`config.mk`:
```
export PLATFORM = sky130hd
export DESIGN_NAME = line_slot_arbiter
export DESIGN_NICKNAME = d
export VERILOG_FILES = /design/src/rtl/lsa_pkg.sv /design/src/rtl/lsa_slot_counter.sv /design/src/rtl/lsa_fixed_map.sv /design/src/rtl/lsa_leftover_arb.sv /design/src/rtl/line_slot_arbiter.sv
export SDC_FILE = /design/constraint.sdc
export NUM_CORES = 1
export LEC_CHECK = 0
export BUFFER_PORTS_ARGS = -buffer_cell sky130_fd_sc_hd__buf_2
export CORE_AREA = 4 4 71 73
export DETAILED_ROUTE_END_ITERATION = 8
export DIE_AREA = 0 0 75 77
export GPL_TIMING_DRIVEN = 0
export PLACE_DENSITY = 0.85
export RECOVER_POWER = 50
export SYNTH_ARGS = -nofsm -noshare
export SYNTH_HDL_FRONTEND = slang
export SYNTH_SLANG_ARGS = --single-unit
```
`constraint.sdc`:
```
create_clock -name clk -period 3.3 [get_ports clk]
set_input_delay 0.33 -clock clk [delete_from_list [all_inputs] [get_ports clk]]
set_output_delay 0.33 -clock clk [all_outputs]
set_load 0.005 [all_outputs]
```
`src/rtl/lsa_pkg.sv`:
```
package lsa_pkg;
  // Owner codes double as grant bit positions.
  typedef enum logic [2:0] {
    OWN_REFRESH = 3'd0,
    OWN_DISK    = 3'd1,
    OWN_AUDIO   = 3'd2,
    OWN_SPRITE  = 3'd3,
    OWN_BPL     = 3'd4,
    OWN_COPPER  = 3'd5,
    OWN_BLIT    = 3'd6,
    OWN_CPU     = 3'd7
  } owner_e;

  localparam int OWNERS = 8;
endpackage

```
`src/rtl/lsa_slot_counter.sv`:
```
module lsa_slot_counter #(
  parameter int SLOTS = 225,
  parameter int SW    = $clog2(SLOTS)
) (
  input  logic          clk,
  input  logic          rst,
  output logic [SW-1:0] cnt,
  output logic          last
);
  localparam logic [SW-1:0] LAST_IDX = SW'(SLOTS - 1);

  logic [SW-1:0] cnt_q;

  assign cnt  = cnt_q;
  assign last = (cnt_q == LAST_IDX);

  always_ff @(posedge clk) begin
    if (rst)       cnt_q <= '0;
    else if (last) cnt_q <= '0;
    else           cnt_q <= cnt_q + 1'b1;
  end
endmodule

```
`src/rtl/lsa_fixed_map.sv`:
```
module lsa_fixed_map
  import lsa_pkg::*;
#(
  parameter int SW            = 8,
  parameter int REFRESH_SLOTS = 4,
  parameter int DISK_SLOTS    = 3,
  parameter int AUDIO_CHANS   = 4,
  parameter int SPRITE_CHANS  = 8,
  parameter int SPRITE_SLOTS  = 2,
  parameter int CW            = 3
) (
  input  logic [SW-1:0]           slot,
  input  logic                    disk_req,
  input  logic [AUDIO_CHANS-1:0]  audio_req,
  input  logic [SPRITE_CHANS-1:0] sprite_req,
  output logic                    hit,
  output owner_e                  owner,
  output logic [CW-1:0]           chan
);
  localparam int DISK_BASE = REFRESH_SLOTS;
  localparam int AUD_BASE  = DISK_BASE + DISK_SLOTS;
  localparam int SPR_BASE  = AUD_BASE + AUDIO_CHANS;

  localparam logic [SW-1:0] DISK_LO = SW'(DISK_BASE);
  localparam logic [SW-1:0] DISK_HI = SW'(AUD_BASE);

  logic                    ref_hit;
  logic                    disk_hit;
  logic [AUDIO_CHANS-1:0]  aud_hit;
  logic [SPRITE_CHANS-1:0] spr_hit;

  assign ref_hit  = (slot < DISK_LO);
  assign disk_hit = disk_req && (slot >= DISK_LO) && (slot < DISK_HI);

  for (genvar a = 0; a < AUDIO_CHANS; a++) begin : g_aud
    localparam logic [SW-1:0] POS = SW'(AUD_BASE + a);
    assign aud_hit[a] = audio_req[a] && (slot == POS);
  end

  for (genvar s = 0; s < SPRITE_CHANS; s++) begin : g_spr
    localparam logic [SW-1:0] LO = SW'(SPR_BASE + s * SPRITE_SLOTS);
    localparam logic [SW-1:0] HI = SW'(SPR_BASE + (s + 1) * SPRITE_SLOTS);
    assign spr_hit[s] = sprite_req[s] && (slot >= LO) && (slot < HI);
  end

  // Reserved windows never overlap, so at most one source hits.
  always_comb begin
    hit   = 1'b0;
    owner = OWN_REFRESH;
    chan  = '0;
    if (ref_hit) begin
      hit = 1'b1;
    end else if (disk_hit) begin
      hit   = 1'b1;
      owner = OWN_DISK;
    end else begin
      for (int a = 0; a < AUDIO_CHANS; a++) begin
        if (aud_hit[a]) begin
          hit   = 1'b1;
          owner = OWN_AUDIO;
          chan  = CW'(a);
        end
      end
      for (int s = 0; s < SPRITE_CHANS; s++) begin
        if (spr_hit[s]) begin
          hit   = 1'b1;
          owner = OWN_SPRITE;
          chan  = CW'(s);
        end
      end
    end
  end
endmodule

```
`src/rtl/lsa_leftover_arb.sv`:
```
module lsa_leftover_arb
  import lsa_pkg::*;
#(
  parameter int SW         = 8,
  parameter int BPL_MAX    = 80,
  parameter int CPU_STARVE = 3
) (
  input  logic          clk,
  input  logic          rst,
  input  logic [SW-1:0] slot,
  input  logic          line_end,
  input  logic          free,
  input  logic          bpl_en,
  input  logic [SW-1:0] bpl_start,
  input  logic [SW-1:0] bpl_stop,
  input  logic          copper_req,
  input  logic          blit_req,
  input  logic          cpu_req,
  input  logic          blit_pri,
  output logic          valid,
  output owner_e        owner
);
  localparam int BCW = $clog2(BPL_MAX + 1);
  localparam int STW = $clog2(CPU_STARVE + 1);
  localparam logic [BCW-1:0] BPL_CAP   = BCW'(BPL_MAX);
  localparam logic [STW-1:0] STARVE_LIM = STW'(CPU_STARVE);

  logic [BCW-1:0] bpl_cnt_q;
  logic [STW-1:0] starve_q;
  logic           bpl_ok;
  logic           cpu_turn;

  assign bpl_ok   = bpl_en && (slot >= bpl_start) && (slot < bpl_stop) &&
                    (bpl_cnt_q < BPL_CAP);
  assign cpu_turn = !blit_pri && (starve_q >= STARVE_LIM);

  always_comb begin
    valid = 1'b0;
    owner = OWN_CPU;
    if (free) begin
      valid = 1'b1;
      if (bpl_ok)                    owner = OWN_BPL;
      else if (copper_req)           owner = OWN_COPPER;
      else if (blit_req && cpu_req)  owner = cpu_turn ? OWN_CPU : OWN_BLIT;
      else if (blit_req)             owner = OWN_BLIT;
      else if (cpu_req)              owner = OWN_CPU;
      else                           valid = 1'b0;
    end
  end

  always_ff @(posedge clk) begin
    if (rst) begin
      bpl_cnt_q <= '0;
      starve_q  <= '0;
    end else begin
      if (line_end)                                 bpl_cnt_q <= '0;
      else if (valid && owner == OWN_BPL)           bpl_cnt_q <= bpl_cnt_q + 1'b1;

      if (blit_pri || !cpu_req)                     starve_q <= '0;
      else if (valid && owner == OWN_CPU)           starve_q <= '0;
      else if (valid && owner == OWN_BLIT && starve_q < STARVE_LIM)
                                                    starve_q <= starve_q + 1'b1;
    end
  end
endmodule

```
`src/rtl/line_slot_arbiter.sv`:
```
module line_slot_arbiter
  import lsa_pkg::*;
#(
  parameter int SLOTS         = 225,
  parameter int REFRESH_SLOTS = 4,
  parameter int DISK_SLOTS    = 3,
  parameter int AUDIO_CHANS   = 4,
  parameter int SPRITE_CHANS  = 8,
  parameter int SPRITE_SLOTS  = 2,
  parameter int BPL_MAX       = 80,
  parameter int CPU_STARVE    = 3,
  localparam int SW   = $clog2(SLOTS),
  localparam int MAXC = (AUDIO_CHANS > SPRITE_CHANS) ? AUDIO_CHANS : SPRITE_CHANS,
  localparam int CW   = (MAXC > 1) ? $clog2(MAXC) : 1
) (
  input  logic                    clk,
  input  logic                    rst,
  input  logic                    disk_req,
  input  logic [AUDIO_CHANS-1:0]  audio_req,
  input  logic [SPRITE_CHANS-1:0] sprite_req,
  input  logic                    bpl_en,
  input  logic [SW-1:0]           bpl_start,
  input  logic [SW-1:0]           bpl_stop,
  input  logic                    copper_req,
  input  logic                    blit_req,
  input  logic                    cpu_req,
  input  logic                    blit_pri,
  output logic [OWNERS-1:0]       grant,
  output logic [CW-1:0]           grant_chan,
  output logic [SW-1:0]           slot_idx,
  output logic                    eol
);
  logic [SW-1:0] cnt;
  logic          last;
  logic          map_hit;
  owner_e        map_owner;
  logic [CW-1:0] map_chan;
  logic          arb_valid;
  owner_e        arb_owner;

  logic [OWNERS-1:0] grant_d, grant_q;
  logic [CW-1:0]     chan_d, chan_q;
  logic [SW-1:0]     slot_q;
  logic              eol_q;

  lsa_slot_counter #(.SLOTS(SLOTS), .SW(SW)) u_cnt (
    .clk(clk), .rst(rst), .cnt(cnt), .last(last)
  );

  lsa_fixed_map #(
    .SW(SW), .REFRESH_SLOTS(REFRESH_SLOTS), .DISK_SLOTS(DISK_SLOTS),
    .AUDIO_CHANS(AUDIO_CHANS), .SPRITE_CHANS(SPRITE_CHANS),
    .SPRITE_SLOTS(SPRITE_SLOTS), .CW(CW)
  ) u_map (
    .slot(cnt), .disk_req(disk_req), .audio_req(audio_req),
    .sprite_req(sprite_req), .hit(map_hit), .owner(map_owner), .chan(map_chan)
  );

  lsa_leftover_arb #(.SW(SW), .BPL_MAX(BPL_MAX), .CPU_STARVE(CPU_STARVE)) u_arb (
    .clk(clk), .rst(rst), .slot(cnt), .line_end(last), .free(!map_hit),
    .bpl_en(bpl_en), .bpl_start(bpl_start), .bpl_stop(bpl_stop),
    .copper_req(copper_req), .blit_req(blit_req), .cpu_req(cpu_req),
    .blit_pri(blit_pri), .valid(arb_valid), .owner(arb_owner)
  );

  always_comb begin
    grant_d = '0;
    chan_d  = '0;
    if (map_hit) begin
      grant_d[map_owner] = 1'b1;
      chan_d             = map_chan;
    end else if (arb_valid) begin
      grant_d[arb_owner] = 1'b1;
    end
  end

  always_ff @(posedge clk) begin
    if (rst) begin
      grant_q <= '0;
      chan_q  <= '0;
      slot_q  <= '0;
      eol_q   <= 1'b0;
    end else begin
      grant_q <= grant_d;
      chan_q  <= chan_d;
      slot_q  <= cnt;
      eol_q   <= last;
    end
  end

  assign grant      = grant_q;
  assign grant_chan = chan_q;
  assign slot_idx   = slot_q;
  assign eol        = eol_q;
endmodule

```
Word-level counts from Yosys, hierarchy flattened
Cells that the tools add are included.
{"block": "totals", "inputBits": 36, "out_inout_bits": 20, "register_bits": 37, "elab_cells": 143}
{"block": "op_classes", "eq_ne": 8, "reduce_logical": 39, "n_lt_le_gt_ge": 28, "add_sub_neg": 3, "n_mux": 57, "n_bitwise": 1}
{"operator": "$lt 8x5->1 const B", "count": 6}
{"operator": "$ge 8x5->1 const B", "count": 5}
{"operator": "$mux 2", "count": 18}
{"operator": "$logic_and 1x1->1", "count": 33}
{"operator": "$mux 3", "count": 10}
{"operator": "$mux 1", "count": 25}
{"operator": "$eq 8x4->1 const B", "count": 3}
{"operator": "$ge 8x4->1 const B", "count": 3}
{"operator": "$lt 8x3->1 const B", "count": 2}
{"operator": "$lt 8x4->1 const B", "count": 2}
{"operator": "$mux 8", "count": 2}
{"operator": "$eq 3x3->1 const B", "count": 3}
{"operator": "$add 8x1->8 const B", "count": 1}
{"operator": "$eq 8x3->1 const B", "count": 1}
{"operator": "$eq 8x8->1 const B", "count": 1}
{"operator": "$ge 8x3->1 const B", "count": 1}
{"operator": "$ge 8x8->1", "count": 1}
{"operator": "$lt 3x4->1 const B", "count": 2}
{"operator": "$lt 8x8->1", "count": 1}
{"operator": "$add 7x1->7 const B", "count": 1}
{"operator": "$lt 7x7->1 const B", "count": 1}
{"operator": "$demux 1 s3", "count": 2}
{"operator": "$ge 3x1->1 const B", "count": 2}
{"operator": "$reduce_or 4->1", "count": 1}
{"operator": "8 further kinds", "count": 9}

Depth between registers and ports, before layout
Gate-level depths: netlist of the first run.
{"block": "depth", "depth_word": 23, "mapped_depth": 10, "depth_no_buf": 9}

Hierarchy
From an unflattened synthesis of the first run, not the netlist that was laid out.
{"block": "unflattened", "hier_cells": 283, "area_unflattened_um2": 2481.1}
{"mod": "lsa_leftover_arb", "cells_per_inst": 125, "seq_area_each_um2": 180.2, "n_inst": 1, "area_each_um2": 958.4}
{"mod": "line_slot_arbiter", "cells_per_inst": 59, "seq_area_each_um2": 400.4, "n_inst": 1, "area_each_um2": 683.2}
{"mod": "lsa_fixed_map", "cells_per_inst": 60, "seq_area_each_um2": 0.0, "n_inst": 1, "area_each_um2": 460.4}
{"mod": "lsa_slot_counter", "cells_per_inst": 39, "seq_area_each_um2": 160.2, "n_inst": 1, "area_each_um2": 379.1}

Worst setup path before layout of the first run
Ideal clock, no wire load.
{"block": "synth_timing", "path_type": "reg2reg", "start": "register u_cnt.cnt_q[0], in the netlist u_cnt.cnt[0]", "end": "register u_arb.bpl_cnt_q[2]", "arrival_ns": 2.529, "synth_period_minus_slack_ns": 2.588, "path_buffers": 1, "slack_ns": 0.712, "stages_incl_launch_ff": 11, "t_required_ns": 3.241, "setup_time_ns": 0.059, "cell_sequence": "dfxtp_1 -> inv_1 -> ha_1 -> mux2_4 -> and3_4 -> o21a_1 -> nor4_4 -> nand4_2 -> buf_6 -> or4_1 -> nand2_1"}
{"block": "synth_between", "elab_chain_len": 19, "word_cells_on_any_way": 72, "cone_classes": "21 x order compare; 6 x eq/ne; 18 x mux; 27 x reduce/logical"}
{"element": "start: declaration", "line_no": "lsa_slot_counter.sv:12", "text": "logic [SW-1:0] cnt_q;"}
{"element": "start signal: assignment", "line_no": "lsa_slot_counter.sv:20", "text": "else cnt_q <= cnt_q + 1'b1;"}
{"element": "$eq 8x3->1", "line_no": "lsa_fixed_map.sv:37", "text": "assign aud_hit[a] = audio_req[a] && (slot == POS);"}
{"element": "$logic_and 1x1->1", "line_no": "lsa_fixed_map.sv:37"}
{"element": "$mux 1 (4 in series)", "line_no": "lsa_fixed_map.sv:58", "text": "if (aud_hit[a]) begin"}
{"element": "$mux 1 (8 in series)", "line_no": "lsa_fixed_map.sv:65", "text": "if (spr_hit[s]) begin"}
{"element": "$mux 1", "line_no": "lsa_fixed_map.sv:53", "text": "end else if (disk_hit) begin"}
{"element": "$mux 1", "line_no": "lsa_fixed_map.sv:51", "text": "if (ref_hit) begin"}
{"element": "$mux 3", "line_no": "lsa_leftover_arb.sv:40", "text": "if (free) begin"}
{"element": "$eq 3x3->1", "line_no": "lsa_leftover_arb.sv:57", "text": "else if (valid && owner == OWN_BPL) bpl_cnt_q <= bpl_cnt_q + 1'b1;"}
{"element": "$logic_and 1x1->1", "line_no": "lsa_leftover_arb.sv:57"}
{"element": "end signal: assignment", "line_no": "lsa_leftover_arb.sv:57"}
{"element": "end: declaration", "line_no": "lsa_leftover_arb.sv:28", "text": "logic [BCW-1:0] bpl_cnt_q;"}
Several ways; a longest one is shown, not always the timed one.
A chain may end at the register's enable or synchronous reset.

Worst setup path after layout of the first run
{"block": "layout_timing", "start": "register u_cnt.cnt_q[0], in the netlist u_cnt.cnt[0]", "end": "register u_arb.bpl_cnt_q[5]"}
The elaborated chain is that of the path after synthesis.

==> results.toml, run 1 <==
[clock_tree]
clock_path_buffers = 2
cts_tree = "yes"
cts_root_buf = "clkbuf_8"
clock_latency_ns = 0.29
clk_pin_slew_ns = 0.07
post-cts-setup-buffer-count = 0
ctsResizeCount = 0
cts.sinks = 37
cts_made_buffers = 5
hold_buffers = 0
htree_levels = 2

[critical_path]
worstSetupPathType = "reg2reg"
crit_chain = "inv_1 -> ha_1 -> mux2_4 -> and3_4 -> o21a_1 -> nor4_4 -> nand4_2 -> buf_6 -> nor4_1 -> o21a_1"
crit_family = "simple AND/OR/NAND/NOR gates"
path_depth = 10
cp-start-kind = "flip-flop"
worstRegToRegCells = 10
worstPathRequired_ns = 3.54
cpMostUsedCell = "o21a_1"
path_max_fanout = 10
reg2reg_slack_ns = 0.35
critPathCaptureType = "flip-flop"
critical-path-max-stage-delay_ns = 0.46
critPathArrivalTime_ns = 3.18
critical-path-slowest-cell = "dfxtp_1"
path_buf_inv = 2

[power]
irDropWorstVdd_mv = 0.1582
finalPower_uw = 882.4
pwr-share-comb_pct = 12.0
power_leakage_uw = 0.001169
p_seq_share_pct = 52.2
p_clk_share_pct = 35.8
p_sw_share_pct = 24.34
p_switching_uw = 214.7
power_density_mw_per_mm2 = 348.4
internal_power_uw = 667.7

[timing]
drv_slew = 0
setup-tns-final_ns = 0
whs_ns = 0.3415
finalHoldViolations = 0
finClkSkew_ns = 0.007191
rsz0062_at_grt = "false"
clock.fmax_mhz = 339.6
relSlewSlack_pct = 64.82
period_needed_ns = 2.945
setup_viol = 0
finalCritPeriodShare_pct = 89.24
tightestPinTransition_ns = 0.5277

[synth]
yosysSeqAreaShare_pct = 34.76
yosysWarnings = 0
ys_seq_elements = 37
ys.flop_type = "dfxtp_1"
synth_edf_count = 0
ys_top_cells_by_area = "dfxtp_1 (35%), ha_1 (13%), nor2_1 (4.2%), nand2_1 (3.7%), inv_1 (3.3%)"
avgSynthCellArea_um2 = 8.523
synthCells = 250
yosys.cell_count.top_type = "dfxtp_1"
yosysTopAreaCellShare_pct = 34.76
synth_area_mm2 = 0.002131
yosys-top-cells-count = "dfxtp_1 (37), nor2_1 (24), ha_1 (22)"
yosysUniqueCellTypes = 50
async_reset_ff_share_pct = 0
synth_fp_nets = 308
yosys.area.top_type = "dfxtp_1"

[global_routing]
gr-total-overflow = 0
grt_pass1_wl_um = 8349
grt_usage_pct = 18.45
grt_pass1_vias = 1945
grt_max_degree = 11
grt_antenna_before_repair = 0

[routing]
drc = 0
wirelength_um = 5101
ant_nets = 0
first_pass_iters = 4
vias_per_cell = 5.566
drt_iter0_drc = 102
wire_per_inst_um = 14.01
via_count = 2026

[floorplanning]
core-area_mm2 = 0.004354
num_rows = 24
dieArea_mm2 = 0.005775
start_util_pct = 48.94
die_x_um = 75
die_y_um = 77
io_pins = 56

[placement]
hpwl_um = 3918
portBuffers = 55
place.gp.congestion = 0.9027

[cells_and_area]
final_core_util_pct = 58.16
final_layout_size_suffix_gt1_share_pct = 18.59
area_delta_synth_final_pct = 18.85
diodes = 0
nets = 370

[hold_path]
hold_depth = 3
hold_path_class = "in2reg"

[status]
outcome = "completed"

[run]
cap_violations = 0
-- path summary, 6_finish.rpt --
path | endpoint | startpoint
max | u_arb.bpl_cnt_q[5]$_SDFFE_PP0P_ | u_cnt.cnt[0]$_SDFF_PP0_
min | grant[6]$_SDFF_PP0_ | blit_req
max reg2reg | u_arb.bpl_cnt_q[5]$_SDFFE_PP0P_ | u_cnt.cnt[0]$_SDFF_PP0_
min reg2reg | u_arb.bpl_cnt_q[6]$_SDFFE_PP0P_ | u_arb.bpl_cnt_q[6]$_SDFFE_PP0P_
-- registers in the layout (all words and copies together) (netlist names) --
signal / cells
u_arb.bpl_cnt_q: 7
eol: 1
u_cnt.cnt: 8
u_arb.starve_q: 2
grant_chan: 3
slot_idx: 8
grant: 8
-- tightest hold or removal path: stages --
cell and delay, ns:
buf_2 0.12, nand3b_1 0.09, nor4_1 0.05
-- through the flow --
| stage | instance area [um2] | worst slack [ns] | cells |
|---|---|---|---|
| after floorplan | 2131 | 0.7117 | 250 |
| after global placement | 2471 | 0.4268 | 357 |
| after detailed placement | 2471 | 0.4128 | 357 |
| after CTS | 2557 | 0.3830 | 364 |
| after global routing | 2532 | 0.1030 | 364 |
| final | 2532 | 0.3549 | 364 |
-- cell families (layout without fill, tap and decap cells) --
| group | after synthesis | count (layout) | synth area share [%] |
|---|---|---|---|
| XOR/XNOR | 6 | 6 | 2.466 |
| buffers and inverters | 27 | 89 | 5.637 |
| multiplexers | 2 | 2 | 1.174 |
| AND/OR/NAND/NOR | 110 | 110 | 28.89 |
| AO/OA/AOI/OAI | 46 | 46 | 14.15 |
| adder cells (fa/ha/maj) | 22 | 22 | 12.92 |
| flip-flops | 37 | 37 | 34.76 |
-- power by group through the flow --
stage / Combinational [uW] / Sequential, uW / Clock, uW
global route: 122 / 461 / 341
CTS: 108 / 460 / 324
finish: 106 / 460 / 316
global placement: 104 / 470 / 0
detailed placement: 107 / 470 / 0
floorplan: 63.6 / 469 / 0
-- final cells by class --
| cell class | count | area, um2 |
|---|---|---|
| clock buffers | 7 | 86.33 |
| well taps | 52 | 65.06 |
| repair buffers | 55 | 257.7 |
| plain buffers | 8 | 41.29 |
| inverters | 19 | 71.32 |
| flip-flops and latches | 37 | 740.7 |
| multi-input cells | 186 | 1270 |
| fillers | 390 | 1822 |
-- per-layer routing --
metal | up-vias | GRT usage (%) | share of wire, %
met5 | - | 0 | 0
met4 | 0 | 7.117 | 1.8
met3 | 10 | 5.882 | 9.4
met2 | 71 | 29.53 | 46
met1 | 939 | 22.53 | 43
li1 | 1006 | - | -
-- cell usage in the layout, fill, tap and decap left out, types with 3 or more instances in the layout --
cell      instances
nor4_1            4
inv_1            19
a21oi_1          10
dfxtp_1          37
xor2_1            5
clkbuf_1         21
nand2b_1          7
or3_1             5
o21a_1            3
buf_2            41
nor3_1            4
nand2_1          21
clkbuf_8          6
nor2b_1          11
o21ai_0          13
and2_1            3
nand3_1          10
nor2_1           24
nand4_1           4
ha_1             22
(Power assumes the default switching activity.)
==> inputs of run 2 (changes only) <==
--- a/config.mk
+++ b/config.mk
@@ -7,6 +7,7 @@
 export LEC_CHECK = 0
 export BUFFER_PORTS_ARGS = -buffer_cell sky130_fd_sc_hd__buf_2
 export CORE_AREA = 4 4 71 73
+export CTS_BUF_LIST = sky130_fd_sc_hd__clkbuf_16
 export DETAILED_ROUTE_END_ITERATION = 8
 export DIE_AREA = 0 0 75 77
 export GPL_TIMING_DRIVEN = 0
==> run 2 against run 1 <==
Compared with the run above:
- critical path depth unchanged
- via count shrank 0.94%
- power increased by 14%
- sequential cell count unchanged
- core utilization grew 1.1 points
- non-clock buffer count unchanged
- sequential share of layout area decreased by 0.53 points
- clock-buffer cell count decreased by 2
- critical endpoint unchanged
- highest routed layer unchanged
==> results.toml, run 2 (synthesis results as in run 1) <==
[floorplanning]
die_y_um = 77
io_pins = 56
num_rows = 24
core-area_mm2 = 0.004354
die_x_um = 75
dieArea_mm2 = 0.005775
start_util_pct = 48.94

[placement]
place_area_mm2 = 0.002471
dp_slack_ns = 0.4128
hpwl_um = 3918
portBuffers = 55
dp_cells = 357
place.gp.congestion = 0.9027

[timing]
drv_slew = 0
layout_setup_ws_ns = 0.3659
clock.fmax_mhz = 340.8
finalHoldViolations = 0
tightestPinTransition_ns = 0.5326
whs_ns = 0.3567
rsz0062_at_grt = "false"
relSlewSlack_pct = 64.49
period_needed_ns = 2.934
finClkSkew_ns = 0.003560
finalCritPeriodShare_pct = 88.91
setup-tns-final_ns = 0
setup_viol = 0

[cells_and_area]
fillCellCount = 397
area.sequential_um2 = 740.7
fin_area_mm2 = 0.002579
multiInputGateArea_mm2 = 0.001270
diodes = 0
final_layout_size_suffix_gt1_share_pct = 18.27
area_delta_synth_final_pct = 21.02
layout_common_cells = "buf_2 (41), dfxtp_1 (37), nor2_1 (24), ha_1 (22), nand2_1 (21)"
final_common_cell = "buf_2"
instances_no_fill = 364
nets = 370

[critical_path]
critPathArrivalTime_ns = 3.16
critPathCaptureType = "flip-flop"
path_max_fanout = 10
worstSetupPathType = "reg2reg"
cp-start-kind = "flip-flop"
worstPathRequired_ns = 3.53

[status]
outcome = "completed"

[clock_tree]
hold_buffers = 0
clk_pin_slew_ns = 0.05
cts_made_buffers = 5
clock_path_buffers = 2
ctsResizeCount = 0
htree_levels = 2
cts.sinks = 37
cts_tree = "yes"
cts_root_buf = "clkbuf_16"
clock_latency_ns = 0.28
post-cts-setup-buffer-count = 0

[routing]
vias_per_cell = 5.514
via_count = 2007
wire_per_inst_um = 14.02
first_pass_iters = 4
ant_nets = 0
drt_iter0_drc = 119
wirelength_um = 5104
drc = 0

[hold_path]
hold_path_class = "in2reg"

[global_routing]
gr-total-overflow = 0
grt_usage_pct = 18.45
grt_max_degree = 11
grt_pass1_vias = 1926
grt_pass1_wl_um = 8314
grt_antenna_before_repair = 0

[power]
irDropWorstVdd_mv = 0.1968
power_leakage_uw = 0.001193
power_density_mw_per_mm2 = 390.0

[run]
cap_violations = 0
[run 2: changes by cell type in the layout (fill, tap and decap cells not counted)]
cell       delta
clkbuf_1      -1
clkbuf_16     +5
clkbuf_8      -6
clkinv_1      +1
inv_1         +1
[run 2: area by class of cell]
type                            instances  area share, %
Buffer                                  8          1.601
Sequential cell                        37          28.72
Timing Repair Buffer                   55          9.995
Tap cell                               52          2.523
Clock inverter                          2         0.2911
Multi-Input combinational cell        186          49.25
Clock buffer                            5          4.852
Inverter                               19          2.766
[run 2: power breakdown]
group	switching (uW)	internal, uW	total, uW
sequential	7.08	454	461
combinational	57.2	48.8	106
clock	169	270	438
total	233	772	1010
[run 2: path summary, 6_finish.rpt]
check                                  start                              end  slack [ns]  cells after the start
max                  u_cnt.cnt[1]$_SDFF_PP0_  u_arb.bpl_cnt_q[5]$_SDFFE_PP0P_        0.37                     10
min                                 blit_req              grant[6]$_SDFF_PP0_        0.36                      3
max reg2reg          u_cnt.cnt[1]$_SDFF_PP0_  u_arb.bpl_cnt_q[5]$_SDFFE_PP0P_        0.37                     10
min reg2reg  u_arb.bpl_cnt_q[6]$_SDFFE_PP0P_  u_arb.bpl_cnt_q[6]$_SDFFE_PP0P_        0.47                      2
[run 2: worst max-delay path, stage by stage, from the launching register on]
cell and delay (ns):
dfxtp_1 0.50, inv_1 0.16, ha_1 0.27, mux2_4 0.28
and3_4 0.18, o21a_1 0.19, nor4_4 0.43, nand4_2 0.21
buf_6 0.20, nor4_1 0.32, o21a_1 0.15
[run 2: per-layer routing]
| layer | vias to the layer above | track usage, % | share of wire, % |
|---|---|---|---|
| li1 | 1008 | - | - |
| met4 | 0 | 6.762 | 1.5 |
| met3 | 9 | 6.405 | 8.2 |
| met1 | 925 | 22.20 | 44 |
| met2 | 65 | 29.70 | 47 |
| met5 | - | 0 | 0 |
[run 2: stage by stage]
step                      utilization (%)  power, uW
final                               59.22       1006
after detailed placement            56.75      577.3
after floorplan                         -      532.4
after global routing                59.22       1050
after CTS                           59.80       1015
after global placement              56.75      574.3
